$ cat config.mk
export PLATFORM = sky130hd
export DESIGN_NAME = pinmux_pin
export DESIGN_NICKNAME = d
export VERILOG_FILES = /design/src/rtl/pinmux_pkg.sv /design/src/rtl/pinmux_func_decode.sv /design/src/rtl/pinmux_drive_encode.sv /design/src/rtl/pinmux_in_route.sv /design/src/rtl/pinmux_pin.sv
export SDC_FILE = /design/constraint.sdc
export NUM_CORES = 1
export LEC_CHECK = 0
export BUFFER_PORTS_ARGS = -buffer_cell sky130_fd_sc_hd__clkbuf_2
export CAP_MARGIN = 20
export CORE_AREA = 2 2 39 41
export DETAILED_ROUTE_END_ITERATION = 8
export DIE_AREA = 0 0 41 43
export GPL_ROUTABILITY_DRIVEN = 0
export PLACE_DENSITY_LB_ADDON = 0.1
export SLEW_MARGIN = 10
export SYNTH_ARGS = -nofsm -noshare
export SYNTH_HDL_FRONTEND = slang
export SYNTH_SLANG_ARGS = --single-unit
$ cat constraint.sdc
create_clock -name clk -period 4.74 [get_ports clk]
set_input_delay 0.237 -clock clk [delete_from_list [all_inputs] [get_ports clk]]
set_output_delay 0.237 -clock clk [all_outputs]
set_load 0.1 [all_outputs]
$ cat src/rtl/pinmux_pkg.sv
// Shared codes for the pin multiplexer.
// Assumes role and drive codes are fixed-width fields supplied by configuration logic.
package pinmux_pkg;

    localparam int FUNC_W   = 4;
    localparam int DRIVE_W  = 3;
    localparam int N_ROUTES = 6;

    // Bit positions in the input route vector
    localparam int RT_BIAS  = 0;
    localparam int RT_PWRDN = 1;
    localparam int RT_PDM1  = 2;
    localparam int RT_PDM0  = 3;
    localparam int RT_CHAIN = 4;
    localparam int RT_MCLK  = 5;

    typedef enum logic [FUNC_W-1:0] {
        FN_OFF    = 4'd0,
        FN_GPOUT  = 4'd1,
        FN_IRQ    = 4'd2,
        FN_PWRDN  = 4'd3,
        FN_PDMCLK = 4'd4,
        FN_BIAS   = 4'd5,
        FN_GPIN   = 4'd6,
        FN_MCLK   = 4'd7,
        FN_CHAIN  = 4'd8,
        FN_PDM0   = 4'd9,
        FN_PDM1   = 4'd10
    } pin_func_e;

    typedef enum logic [DRIVE_W-1:0] {
        DRV_FLOAT   = 3'd0,
        DRV_PUSH    = 3'd1,
        DRV_LO_PU   = 3'd2,
        DRV_LO_ONLY = 3'd3,
        DRV_PD_HI   = 3'd4,
        DRV_HI_ONLY = 3'd5
    } drive_e;

    typedef enum logic [1:0] {
        SRC_GPO = 2'd0,
        SRC_IRQ = 2'd1,
        SRC_PDM = 2'd2
    } out_src_e;

    typedef struct packed {
        logic oe;
        logic dout;
        logic pu;
        logic pd;
    } pad_ctrl_t;

endpackage

$ cat src/rtl/pinmux_func_decode.sv
// Decodes the role code into an output/input role, an output source and a one-hot
// route selection. HAS_OUTPUT / HAS_INPUT remove roles the pin variant cannot serve;
// a removed or unassigned role decodes as disabled.
module pinmux_func_decode
    import pinmux_pkg::*;
#(
    parameter bit HAS_OUTPUT = 1'b1,
    parameter bit HAS_INPUT  = 1'b1
) (
    input  logic [FUNC_W-1:0]   func_i,
    output logic                out_role_o,
    output logic                in_role_o,
    output out_src_e            src_o,
    output logic [N_ROUTES-1:0] route_sel_o,
    output logic                mon_sel_o
);

    logic                out_role;
    logic                in_role;
    logic [N_ROUTES-1:0] route_sel;
    logic                mon_sel;

    // Raw role decode, before variant trimming
    always_comb begin
        out_role  = 1'b0;
        in_role   = 1'b0;
        src_o     = SRC_GPO;
        route_sel = '0;
        mon_sel   = 1'b0;
        case (pin_func_e'(func_i))
            FN_GPOUT:  out_role = 1'b1;
            FN_IRQ:    begin out_role = 1'b1; src_o = SRC_IRQ; end
            FN_PDMCLK: begin out_role = 1'b1; src_o = SRC_PDM; end
            FN_PWRDN:  begin in_role = 1'b1; route_sel[RT_PWRDN] = 1'b1; end
            FN_BIAS:   begin in_role = 1'b1; route_sel[RT_BIAS]  = 1'b1; end
            FN_MCLK:   begin in_role = 1'b1; route_sel[RT_MCLK]  = 1'b1; end
            FN_CHAIN:  begin in_role = 1'b1; route_sel[RT_CHAIN] = 1'b1; end
            FN_PDM0:   begin in_role = 1'b1; route_sel[RT_PDM0]  = 1'b1; end
            FN_PDM1:   begin in_role = 1'b1; route_sel[RT_PDM1]  = 1'b1; end
            FN_GPIN:   begin in_role = 1'b1; mon_sel = 1'b1; end
            default:   ;
        endcase
    end

    // Variant trimming chosen by parameters
    generate
        if (HAS_OUTPUT) begin : g_out
            assign out_role_o = out_role;
        end else begin : g_no_out
            assign out_role_o = 1'b0;
        end
        if (HAS_INPUT) begin : g_in
            assign in_role_o   = in_role;
            assign route_sel_o = route_sel;
            assign mon_sel_o   = mon_sel;
        end else begin : g_no_in
            assign in_role_o   = 1'b0;
            assign route_sel_o = '0;
            assign mon_sel_o   = 1'b0;
        end
    endgenerate

endmodule

$ cat src/rtl/pinmux_drive_encode.sv
// Turns a logical level and a drive code into pad controls.
// Assumes en_i is high only in an output role; with en_i low the pad floats.
module pinmux_drive_encode
    import pinmux_pkg::*;
(
    input  logic               en_i,
    input  logic               level_i,
    input  logic [DRIVE_W-1:0] drive_i,
    output pad_ctrl_t          ctrl_o
);

    // Per-code mapping of low/high level to strong, weak or floating
    always_comb begin
        ctrl_o = '0;
        if (en_i) begin
            case (drive_e'(drive_i))
                DRV_FLOAT: ;
                DRV_PUSH: begin
                    ctrl_o.oe   = 1'b1;
                    ctrl_o.dout = level_i;
                end
                DRV_LO_PU: begin
                    if (level_i) ctrl_o.pu = 1'b1;
                    else         ctrl_o.oe = 1'b1;
                end
                DRV_LO_ONLY: begin
                    if (!level_i) ctrl_o.oe = 1'b1;
                end
                DRV_PD_HI: begin
                    if (level_i) begin
                        ctrl_o.oe   = 1'b1;
                        ctrl_o.dout = 1'b1;
                    end else begin
                        ctrl_o.pd = 1'b1;
                    end
                end
                DRV_HI_ONLY: begin
                    if (level_i) begin
                        ctrl_o.oe   = 1'b1;
                        ctrl_o.dout = 1'b1;
                    end
                end
                default: ;
            endcase
        end
    end

endmodule

$ cat src/rtl/pinmux_in_route.sv
// Passes the pad level to the selected consumer and feeds the monitor bit through a
// SYNC_STAGES-deep synchroniser. Assumes route_sel_i is one-hot or zero.
module pinmux_in_route
    import pinmux_pkg::*;
#(
    parameter int SYNC_STAGES = 2
) (
    input  logic                clk,
    input  logic                rst_n,
    input  logic                pad_i,
    input  logic [N_ROUTES-1:0] route_sel_i,
    input  logic                mon_sel_i,
    output logic [N_ROUTES-1:0] route_o,
    output logic                mon_o
);

    logic [SYNC_STAGES-1:0] sync_q;
    logic                   mon_d;

    assign route_o = route_sel_i & {N_ROUTES{pad_i}};
    assign mon_d   = mon_sel_i & pad_i;
    assign mon_o   = sync_q[SYNC_STAGES-1];

    // Synchroniser shift chain for the monitor bit
    always_ff @(posedge clk) begin
        if (!rst_n) sync_q <= '0;
        else        sync_q <= {sync_q[SYNC_STAGES-2:0], mon_d};
    end

    // Never more than one consumer sees the pad
    assert_one_route_R8: assert property (@(posedge clk) disable iff (!rst_n)
        $onehot0(route_o));

    // Reset clears the monitor path
    assert_mon_reset_R11: assert property (@(posedge clk)
        !rst_n |=> !mon_o);

    generate
        if (SYNC_STAGES == 2) begin : g_lat_chk
            // Monitor follows the gated input two edges later
            assert_mon_latency_R10: assert property (@(posedge clk) disable iff (!rst_n)
                ($past(rst_n) && $past(rst_n, 2)) |-> (mon_o == $past(mon_d, 2)));
        end
    endgenerate

endmodule

$ cat src/rtl/pinmux_pin.sv
// Top of one multifunction pin: role decode, output source mux, drive encoding and
// input routing. Assumes configuration is quasi-static and pad_in is a known level.
module pinmux_pin
    import pinmux_pkg::*;
#(
    parameter bit HAS_OUTPUT  = 1'b1,
    parameter bit HAS_INPUT   = 1'b1,
    parameter int SYNC_STAGES = 2
) (
    input  logic               clk,
    input  logic               rst_n,
    input  logic [FUNC_W-1:0]  cfg_func,
    input  logic [DRIVE_W-1:0] cfg_drive,
    input  logic               gpo_val,
    input  logic               irq_in,
    input  logic               pdmclk_in,
    input  logic               pad_in,
    output logic               pad_oe,
    output logic               pad_out,
    output logic               pad_pu_en,
    output logic               pad_pd_en,
    output logic               mclk_o,
    output logic               chain_din_o,
    output logic               pdm_din0_o,
    output logic               pdm_din1_o,
    output logic               pwrdn_o,
    output logic               bias_en_o,
    output logic               gpi_mon_o
);

    logic                out_role;
    logic                in_role;
    out_src_e            src;
    logic [N_ROUTES-1:0] route_sel;
    logic                mon_sel;
    logic                level;
    pad_ctrl_t           ctrl;
    logic [N_ROUTES-1:0] route;

    pinmux_func_decode #(
        .HAS_OUTPUT (HAS_OUTPUT),
        .HAS_INPUT  (HAS_INPUT)
    ) u_decode (
        .func_i      (cfg_func),
        .out_role_o  (out_role),
        .in_role_o   (in_role),
        .src_o       (src),
        .route_sel_o (route_sel),
        .mon_sel_o   (mon_sel)
    );

    // Output source selection
    always_comb begin
        case (src)
            SRC_IRQ: level = irq_in;
            SRC_PDM: level = pdmclk_in;
            default: level = gpo_val;
        endcase
    end

    pinmux_drive_encode u_drive (
        .en_i    (out_role),
        .level_i (level),
        .drive_i (cfg_drive),
        .ctrl_o  (ctrl)
    );

    pinmux_in_route #(
        .SYNC_STAGES (SYNC_STAGES)
    ) u_route (
        .clk         (clk),
        .rst_n       (rst_n),
        .pad_i       (pad_in),
        .route_sel_i (route_sel),
        .mon_sel_i   (mon_sel),
        .route_o     (route),
        .mon_o       (gpi_mon_o)
    );

    assign pad_oe      = ctrl.oe;
    assign pad_out     = ctrl.dout;
    assign pad_pu_en   = ctrl.pu;
    assign pad_pd_en   = ctrl.pd;
    assign mclk_o      = route[RT_MCLK];
    assign chain_din_o = route[RT_CHAIN];
    assign pdm_din0_o  = route[RT_PDM0];
    assign pdm_din1_o  = route[RT_PDM1];
    assign pwrdn_o     = route[RT_PWRDN];
    assign bias_en_o   = route[RT_BIAS];

    // Pad is never both pulled up and pulled down
    assert_pulls_apart_R12: assert property (@(posedge clk) disable iff (!rst_n)
        !(pad_pu_en && pad_pd_en));

    // Strong data is low whenever the driver is off
    assert_quiet_data_R12: assert property (@(posedge clk) disable iff (!rst_n)
        !pad_oe |-> !pad_out);

    // An input role leaves the pad undriven and unpulled
    assert_input_undriven_R8: assert property (@(posedge clk) disable iff (!rst_n)
        in_role |-> (!pad_oe && !pad_pu_en && !pad_pd_en));

    // Reserved drive codes float the pad
    assert_reserved_drive_R6: assert property (@(posedge clk) disable iff (!rst_n)
        (cfg_drive[2:1] == 2'b11) |-> (!pad_oe && !pad_pu_en && !pad_pd_en));

    // A floating drive code never enables anything
    assert_float_drive_R1: assert property (@(posedge clk) disable iff (!rst_n)
        (cfg_drive == 3'b000) |-> (!pad_oe && !pad_pu_en && !pad_pd_en));

endmodule

==> summary.txt, run 1 <==
Logic synthesis
  • Yosys reg bits: 2
  • Post-synth top area cell: dfxtp_1
  • Register area share after synthesis: 0.135
  • Simple-gate share of the synthesized area: 0.519
  • Post-Syn Area: 297 sq um
  • Synth Area in Compound Gates: 0.181
  • Largest family of logic cells by synthesized area: simple AND/OR/NAND/NOR gates
  • Synth Instances: 37
  • Largest cells by area after synthesis: dfxtp_1, ha_1, a2111oi_4
  • Post-Synthesis Mean Instance Area: between 8 and 9 sq um
  • Top-area cell type share of the netlist area: 0.135
  • Netlist cell types: 19
  • Xor/xnor cell area share of the yosys netlist: 0
  • Syn_nets: 53
  • Mux contribution to synthesized area: 0
  • Warnings from Yosys: 0
  • Synth Area in Adders: 0.127

Worst setup path
  • Worst-path fanout max: 5
  • Crit. End Element: output pin
  • WP data arrival: between 2 and 3 ns
  • Worst-case reg-to-reg path depth: 1
  • Critical Path End: pad_oe
  • FF-to-FF End: u_route.sync_q[1]
  • Setup crit start kind: input pin
  • FF-to-FF setup slack: 4.21 ns
  • Crit. Startpoint: cfg_func[0]
  • Crit Reg-Reg Startpoint: u_route.sync_q[0]
  • CP Data Required Time: 4.50 ns
  • Crit path kind: input pin to output pin

Timing
  • Fmax: 0.357 GHz
  • Final Hold Vio Count: 0
  • Setup tns final: 0 ns
  • Final Cycle Share: 0.591
  • Skew final: 0.000471 ns
  • Final WS setup: 1.94 ns
  • Slew Viols, Final: 0
  • Final setup violation count: 0
  • RSZ-0062 raised after global routing: false
  • Slew @ Worst Pin: 0.544 ns
  • Time the worst path needs with I/O delays and setup: 2.80 ns
  • Worst rel slew slack: 0.639

Final layout
  • Multi-input logic area: 245 sq um
  • Register Area: 40.0 sq um
  • Biggest register: u_route.sync_q
  • Nets: slightly above 80
  • Layout fillers: about 160
  • Layout area overhead: 53.2%
  • Finished Layout Cells: 79
  • Max reg flops: 2
  • Antenna diodes: 0
  • Layout cell share with drive strength beyond 1: 0.476
  • Largest regs: u_route.sync_q x2

Clock network
  • Register clock-pin slew on the reported worst setup and hold paths: 0.03 ns
  • Deepest clock path buffer count: 2
  • # Post-CTS Setup Buffers: 0
  • CTS sink cnt: 2
  • Post-CTS Hold Fix Bufs: 0
  • Clk Latency, worst-skew pair: 0.22 ns
  • # H-tree levels: 1
  • CTS root buffer: clkbuf_4
  • CTS Buf Count: 3
  • CTS tree: done
  • Post-CTS resize count: 0

Run
  • MaxCap Viol Count: 0

Routing
  • Initial DRC Count: 8
  • Antenna viol nets, final: 0
  • Drt drc: 0
  • Vias/cell: ~4.5
  • DR WL/cell: 9.68 um
  • Drt pass-1 iters: 4
  • Detailed-route wire length: between 700 and 800 um
  • Routed via count: 358

Floorplanning
  • Ports: 24
  • Die height: 43 um
  • Starting Density: 0.214
  • Die Width: 41 um
  • FP Rows: 14
  • Die area: 0.00176 sq mm
  • Core area: between 0.001 and 0.0015 sq mm

Global routing
  • Initial antenna violation count: 0
  • Pin count of the biggest net entering global routing: 7
  • Vias in the first global route: around 310
  • First-pass GRT wire length: 1.16 mm
  • Total Routing Usage GR: 0.0999
  • Grt ovf: 0

Placed design
  • Post-DP HPWL: 621 um
  • Port bufs: 23
  • Worst slack at placement: just under 2 ns
  • Placed Cells: 76

Power and ir drop
  • Leakage: 0.230 nW
  • Maximum VDD drop: 0.0837 mV
  • Internal power: 56.4 uW
  • P_sw: 35.0 uW
  • Clock power frac: 0.409
  • Pwr Density: 201 mW/mm^2
  • Flop pwr share: 0.187
  • Sw frac: 0.383
  • Final total power: approximately 90 uW
  • Combinational group share of total power: 0.403

Run status
  • Status: finished clean

Min path
  • Worst min-delay path category: input pin to flop
-- cell usage after synthesis --
cell type and number:
nor2b_1 1, a2111oi_4 1, nand2b_4 1, or4b_1 1, nor4_1 2, nand2_1 2, nand3b_1 2, or2_2 1
nor3_1 5, nor2_1 6, a221oi_1 1, nor4b_1 1, nand2b_1 2, o31a_4 1, dfxtp_1 2, nor3b_1 1
ha_1 3, and2_1 1, inv_1 3
-- critical path: stages --
cell and delay, ns:
clkbuf_2 0.13, or4b_1 0.58, ha_1 0.31, nor2b_1 0.15, or2_2 0.32, a2111oi_4 0.33
clkbuf_2 0.50
-- kinds of logic after synthesis --
kind of cell / count (synthesis)
simple gates: 26
compound gates: 3
buf+inv: 3
fa+ha+maj: 3
flops: 2
-- metrics by stage --
step	cell area (sq um)	util	hold slack (ns)
floorplan	297	-	0.357
global placement	432	0.312	0.415
detailed placement	432	0.312	0.426
CTS	454	0.328	0.226
global route	454	0.328	0.252
finish	454	0.328	0.233
-- metal layers --
| layer | track usage | vias up | share of wire |
|---|---|---|---|
| met3 | 0.0314 | 0 | 0.099 |
| met2 | 0.141 | 22 | 0.44 |
| met5 | 0 | - | 0 |
| met1 | 0.117 | 150 | 0.46 |
| li1 | - | 186 | - |
| met4 | 0.0800 | 0 | 0 |
-- final cells by class --
class | count | share of cell area
clock buffers | 3 | 0.0496
inverters | 3 | 0.0248
multi-input cells | 32 | 0.540
flip-flops and latches | 2 | 0.0882
well taps | 16 | 0.0441
repair buffers | 23 | 0.253
-- power groups by stage --
stage	clock (mW)	sequential (mW)	combinational [mW]
global placement	0	0.0173	0.0371
finish	0.0374	0.0171	0.0368
CTS	0.0400	0.0171	0.0371
floorplan	0	0.0177	0.0251
global route	0.0414	0.0171	0.0400
detailed placement	0	0.0173	0.0369
-- placed cells by master, fill, tap and decap left out --
| master | n |
|---|---|
| clkbuf_2 | 23 |
| nor2_1 | 6 |
| nor3_1 | 5 |
| inv_1 | 3 |
| ha_1 | 3 |
| clkbuf_4 | 3 |
| nand2b_1 | 2 |
| nand3b_1 | 2 |
| nor4_1 | 2 |
| nand2_1 | 2 |
| dfxtp_1 | 2 |
| or4b_1 | 1 |
| a221oi_1 | 1 |
| nor2b_1 | 1 |
| or2_2 | 1 |
| nand2b_4 | 1 |
| o31a_4 | 1 |
| nor4b_1 | 1 |
| nor3b_1 | 1 |
| a2111oi_4 | 1 |
| and2_1 | 1 |
-- how the worst min path moves through the flow --
stage	from	end	slack [ns]	cells after the start
final	rst_n	u_route.sync_q[0]	0.23	3
after global routing	rst_n	u_route.sync_q[1]	0.25	2
after CTS	rst_n	u_route.sync_q[1]	0.23	2
after detailed placement	u_route.sync_q[0]	u_route.sync_q[1]	0.43	1
after global placement	u_route.sync_q[0]	u_route.sync_q[1]	0.41	1
after floorplan	rst_n	u_route.sync_q[0]	0.36	2
Note: power is estimated with default switching activity, not from simulation.
==> inputs of run 2 (changes only) <==
clock period = 2.35 ns   (was 4.74 ns; I/O delays follow)
==> run 2 against run 1 <==
  * Global-route usage down 0.40 points
  * Critical endpoint unchanged
  * Critical path type unchanged
  * Worst setup slack lost 1.7 ns
  * Clock power increased by 97%
  * Wire length shrank 4.3%
  * Clock skew hardly changed
  * Largest power group is now combinational logic
  * Largest cell class unchanged
  * Sequential power increased by 100%
  * Register-to-register slack got worse by 2.4 ns
  * Highest routed layer unchanged
==> summary.txt, run 2 (synthesized netlist as in run 1, its figures left out) <==
Final layout
  • Biggest register: u_route.sync_q
  • Finished Layout Cells: 79 (unchanged)
  • Layout fillers: 143 (-8.9%)
  • Max reg flops: 2 (unchanged)
  • Most common cell after layout, fill and taps aside: clkbuf_2
  • Layout area overhead: 98.7%
  • Layout cell share with drive strength beyond 1: 0.635 (+0.159)
  • Most frequent cells in the layout: clkbuf_2, nor2_1, buf_12
  • Antenna diodes: 0 (unchanged)
  • Largest regs: u_route.sync_q x2
  • Nets: 81 (unchanged)
  • Fin util: 0.426 (+0.0976)

Worst setup path
  • Crit Reg-Reg Startpoint: u_route.sync_q[0]
  • Crit. End Element: output pin
  • Cell family with most CP delay: simple AND/OR/NAND/NOR gates
  • FF-to-FF setup slack: 1.82 ns (-2.39 ns)
  • CP Buf/Inv Count: 2 (unchanged)
  • Crit. Startpoint: cfg_func[1]
  • Setup crit start kind: input pin
  • WP data arrival: 2.03 ns (-0.53 ns)
  • Slowest CP cell: or4b_4
  • CP max stage delay: 0.58 ns (about the same)
  • CP Data Required Time: 2.23 ns (-2.27 ns)
  • Worst-path fanout max: 5 (unchanged)
  • Crit path kind: input pin to output pin
  • Cell breakdown of the critical path: clkbuf_2, or4b_4, ha_4, nor2b_4, or2_4, a2111oi_4, buf_12

Power and ir drop
  • Leakage: 0.267 nW (+16%)
  • Final total power: 200 uW (+120%)
  • Maximum VDD drop: 0.112 mV (+34%)
  • Pwr Density: 339 mW/mm^2 (+69%)

Routing
  • Drt drc: 0 (unchanged)
  • Drt pass-1 iters: 4 (unchanged)
  • Detailed-route wire length: 732 um (-4.3%)
  • Initial DRC Count: 3 (-5)
  • Antenna viol nets, final: 0 (unchanged)
  • DR WL/cell: 9.27 um (-4.3%)
  • Vias/cell: 4.61 (+1.7%)
  • Routed via count: 364 (+1.7%)

Run status
  • Status: finished clean

Placed design
  • Post-DP HPWL: 628 um (+1.1%)
  • Port bufs: 23 (unchanged)
  • Placed Cells: 76 (unchanged)

Min path
  • Hold Crit Start: rst_n
  • Worst min-delay path category: input pin to flop

Floorplanning
  • Die height: 43 um (unchanged)
  • FP Rows: 14 (unchanged)
  • Core area: 0.00138 sq mm (unchanged)
  • Ports: 24 (unchanged)
  • Starting Density: 0.214 (unchanged)
  • Die area: 0.00176 sq mm (unchanged)
  • Die Width: 41 um (unchanged)

Clock network
  • Clk Latency, worst-skew pair: 0.22 ns (about the same)
  • Register clock-pin slew on the reported worst setup and hold paths: 0.03 ns (about the same)
  • Deepest clock path buffer count: 2 (unchanged)
  • Post-CTS Hold Fix Bufs: 0 (unchanged)
  • # Post-CTS Setup Buffers: 0 (unchanged)
  • CTS root buffer: clkbuf_4
  • Post-CTS resize count: 0 (unchanged)
  • CTS tree: done
  • # H-tree levels: 1 (unchanged)
  • CTS Buf Count: 3 (unchanged)
  • CTS sink cnt: 2 (unchanged)

Global routing
  • Vias in the first global route: 322 (+5.6%)
  • First-pass GRT wire length: 1.17 mm (+0.60%)
  • Initial antenna violation count: 0 (unchanged)
  • Pin count of the biggest net entering global routing: 7 (unchanged)
  • Total Routing Usage GR: 0.0959 (-0.00400)
  • Grt ovf: 0 (unchanged)

Timing
  • Slew @ Worst Pin: 0.540 ns (-0.00425 ns)
  • Slew Viols, Final: 0 (unchanged)
  • Skew final: 0.000127 ns (-0.000344 ns)
  • Worst rel slew slack: 0.642 (+0.00282)
  • Final Cycle Share: 0.912
  • Time the worst path needs with I/O delays and setup: 2.14 ns
  • Final setup violation count: 0 (unchanged)
  • RSZ-0062 raised after global routing: false
  • Fmax: 0.467 GHz
  • Final Hold Vio Count: 0 (unchanged)

Run
  • MaxCap Viol Count: 0 (unchanged)
run 2: final cells by class:
| class | count | area [sq um] | share of cell area |
|---|---|---|---|
| Multi-Input combinational cell | 32 | 320 | 0.544 |
| Timing Repair Buffer | 23 | 175 | 0.297 |
| Sequential cell | 2 | 40.0 | 0.0679 |
| Clock buffer | 3 | 22.5 | 0.0382 |
| Tap cell | 16 | 20.0 | 0.0340 |
| Inverter | 3 | 11.3 | 0.0191 |
run 2: metal layers:
metal  share of wire  global-route usage
met4               0              0.0800
met5               0                   0
met2            0.52               0.138
met1            0.42               0.111
met3           0.056              0.0262
run 2: power breakdown:
part	internal, mW	leakage (nW)	switching [mW]
Combinational	0.0332	0.237	0.0586
Sequential	0.0345	0.0161	0.0000490
Clock	0.0562	0.0138	0.0175
run 2: worst paths after layout:
check / endpoint / depth (start not counted)
worst max-delay path: pad_oe / 7
worst min register to register: u_route.sync_q[1] / 1
worst min-delay path: u_route.sync_q[0] / 3
worst max register to register: u_route.sync_q[1] / 1
run 2: per-stage QoR:
stage	setup slack, ns	hold slack [ns]	area, sq um	setup TNS [ns]
5_1_grt	0.0649	0.131	589	0
6_report	0.207	0.122	589	0
3_5_place_dp	0.202	0.347	567	0
2_1_floorplan	-0.767	0.238	372	-1.38
3_3_place_gp	0.189	0.344	567	0
4_1_cts	0.190	0.114	589	0
run 2: tightest hold or removal path, stage by stage:
cell	delay, ns
clkbuf_2	0.09
inv_1	0.04
nor3_1	0.04
==> inputs of run 3 (changes only) <==
BUFFER_PORTS_ARGS = -buffer_cell sky130_fd_sc_hd__buf_2   (was -buffer_cell sky130_fd_sc_hd__clkbuf_2)
==> run 3 against run 2 <==
  * Wire length increased by 5.1%
  * Hold slack got worse by 0.0034 ns
  * Sequential cell count unchanged
  * Sequential power about the same
  * First-iteration DRC count decreased by 33%
  * Final cell count unchanged
  * Register-to-register slack about the same
  * Count of clock-buffer cells in the layout unchanged
==> summary.txt, run 3 (synthesized netlist as in run 1, its figures left out) <==
Run status
  • Status: finished clean

Timing
  • Final Hold Vio Count: 0 (unchanged)
  • Final Cycle Share: 0.908 (-0.00391)
  • Slew Viols, Final: 0 (unchanged)
  • Slew @ Worst Pin: 0.491 ns (-0.0486 ns)
  • RSZ-0062 raised after global routing: false
  • Worst rel slew slack: 0.675 (+0.0332)
  • Hold Slack: 0.118 ns (-0.00336 ns)
  • Final setup violation count: 0 (unchanged)
  • Time the worst path needs with I/O delays and setup: 2.13 ns (-0.00918 ns)
  • Fmax: 0.469 GHz (+0.43%)
  • Skew final: 0.000777 ns (+0.000650 ns)

Worst setup path
  • Crit path kind: input pin to output pin
  • CP max stage delay: 0.57 ns (about the same)
  • CP Buf/Inv Count: 2 (unchanged)
  • Setup crit start kind: input pin
  • WP data arrival: 2.02 ns (about the same)
  • Slowest CP cell: or4b_4
  • Worst-path fanout max: 5 (unchanged)
  • Crit. Startpoint: cfg_func[1]
  • Crit Reg-Reg Startpoint: u_route.sync_q[0]
  • Cell breakdown of the critical path: buf_2, or4b_4, ha_4, nor2b_4, or2_4, a2111oi_4, buf_12
  • CP Data Required Time: 2.23 ns (about the same)
  • Crit. End Element: output pin
  • Cell family with most CP delay: simple AND/OR/NAND/NOR gates

Clock network
  • CTS sink cnt: 2 (unchanged)
  • Register clock-pin slew on the reported worst setup and hold paths: 0.03 ns (about the same)
  • CTS Buf Count: 3 (unchanged)
  • CTS tree: done
  • Post-CTS Hold Fix Bufs: 0 (unchanged)
  • CTS root buffer: clkbuf_4
  • Clk Latency, worst-skew pair: 0.22 ns (about the same)
  • Deepest clock path buffer count: 2 (unchanged)
  • # Post-CTS Setup Buffers: 0 (unchanged)
  • # H-tree levels: 1 (unchanged)
  • Post-CTS resize count: 0 (unchanged)

Global routing
  • Total Routing Usage GR: 0.0909 (-0.00500)
  • First-pass GRT wire length: 1.15 mm (-1.8%)
  • Initial antenna violation count: 0 (unchanged)
  • Vias in the first global route: 307 (-4.7%)
  • Grt ovf: 0 (unchanged)
  • Pin count of the biggest net entering global routing: 7 (unchanged)

Power and ir drop
  • Pwr Density: 340 mW/mm^2 (about the same)
  • Leakage: 0.270 nW (+1.3%)
  • Final total power: 200 uW (about the same)
  • Maximum VDD drop: 0.0912 mV (-19%)

Final layout
  • Layout cell share with drive strength beyond 1: 0.635 (unchanged)
  • Most frequent cells in the layout: buf_2, nor2_1, buf_12
  • Biggest register: u_route.sync_q
  • Antenna diodes: 0 (unchanged)
  • Layout fillers: 147 (+2.8%)
  • Max reg flops: 2 (unchanged)
  • Largest regs: u_route.sync_q x2
  • Nets: 81 (unchanged)
  • Most common cell after layout, fill and taps aside: buf_2
  • Layout area overhead: 98.7% (unchanged)

Floorplanning
  • Die Width: 41 um (unchanged)
  • Starting Density: 0.214 (unchanged)
  • Die height: 43 um (unchanged)
  • FP Rows: 14 (unchanged)
  • Die area: 0.00176 sq mm (unchanged)
  • Core area: 0.00138 sq mm (unchanged)
  • Ports: 24 (unchanged)

Routing
  • Initial DRC Count: 2 (-1)
  • Drt pass-1 iters: 2 (-2)
  • Vias/cell: 4.42 (-4.1%)
  • Antenna viol nets, final: 0 (unchanged)
  • Routed via count: 349 (-4.1%)
  • Detailed-route wire length: 769 um (+5.1%)
  • Drt drc: 0 (unchanged)
  • DR WL/cell: 9.73 um (+5.1%)

Min path
  • Worst min-delay path category: input pin to flop
  • Hold Crit Start: rst_n

Run
  • MaxCap Viol Count: 0 (unchanged)

Placed design
  • Post-DP HPWL: 662 um (+5.4%)
  • Port bufs: 23 (unchanged)
-- run 3: changes by cell type in the layout (fill, tap and decap cells not counted), sizes merged --
cell and delta:
clkbuf -19, buf +19
-- run 3: path summary, 6_finish.rpt --
check                           depth (start not counted)  slack [ns]           endpoint
worst min register to register                          1        0.44  u_route.sync_q[1]
worst min-delay path                                    2        0.12  u_route.sync_q[1]
worst max-delay path                                    7        0.22             pad_oe
worst max register to register                          1        1.82  u_route.sync_q[1]
-- run 3: where the power goes --
group	internal (mW)	switching (mW)	leakage (nW)	total (mW)
Combinational	0.0334	0.0590	0.240	0.0923
Clock	0.0561	0.0172	0.0138	0.0734
Sequential	0.0345	0.0000502	0.0161	0.0346
-- run 3: cell type report --
cell class | count | area (sq um) | area share
repair buffers | 23 | 175 | 0.297
clock buffers | 3 | 22.5 | 0.0382
well taps | 16 | 20.0 | 0.0340
flip-flops and latches | 2 | 40.0 | 0.0679
inverters | 3 | 11.3 | 0.0191
multi-input cells | 32 | 320 | 0.544
-- run 3: per-stage QoR --
stage / std cells / TNS [ns] / instance area [sq um] / util / setup WS (ns)
floorplan: 37 / -1.38 / 372 / - / -0.767
global placement: 76 / 0 / 567 / 0.410 / 0.183
detailed placement: 76 / 0 / 567 / 0.410 / 0.179
CTS: 79 / 0 / 589 / 0.426 / 0.184
global route: 79 / 0 / 589 / 0.426 / 0.0377
finish: 79 / 0 / 589 / 0.426 / 0.217
-- run 3: per-layer routing --
layer | share of wire | global-route usage | wire length (um) | vias up
li1 | - | - | - | 186
met1 | 0.47 | 0.130 | 359 | 150
met2 | 0.48 | 0.125 | 367 | 13
met3 | 0.055 | 0.00524 | 42 | 0
met4 | 0 | 0.0600 | 0 | 0
met5 | 0 | 0 | 0 | -
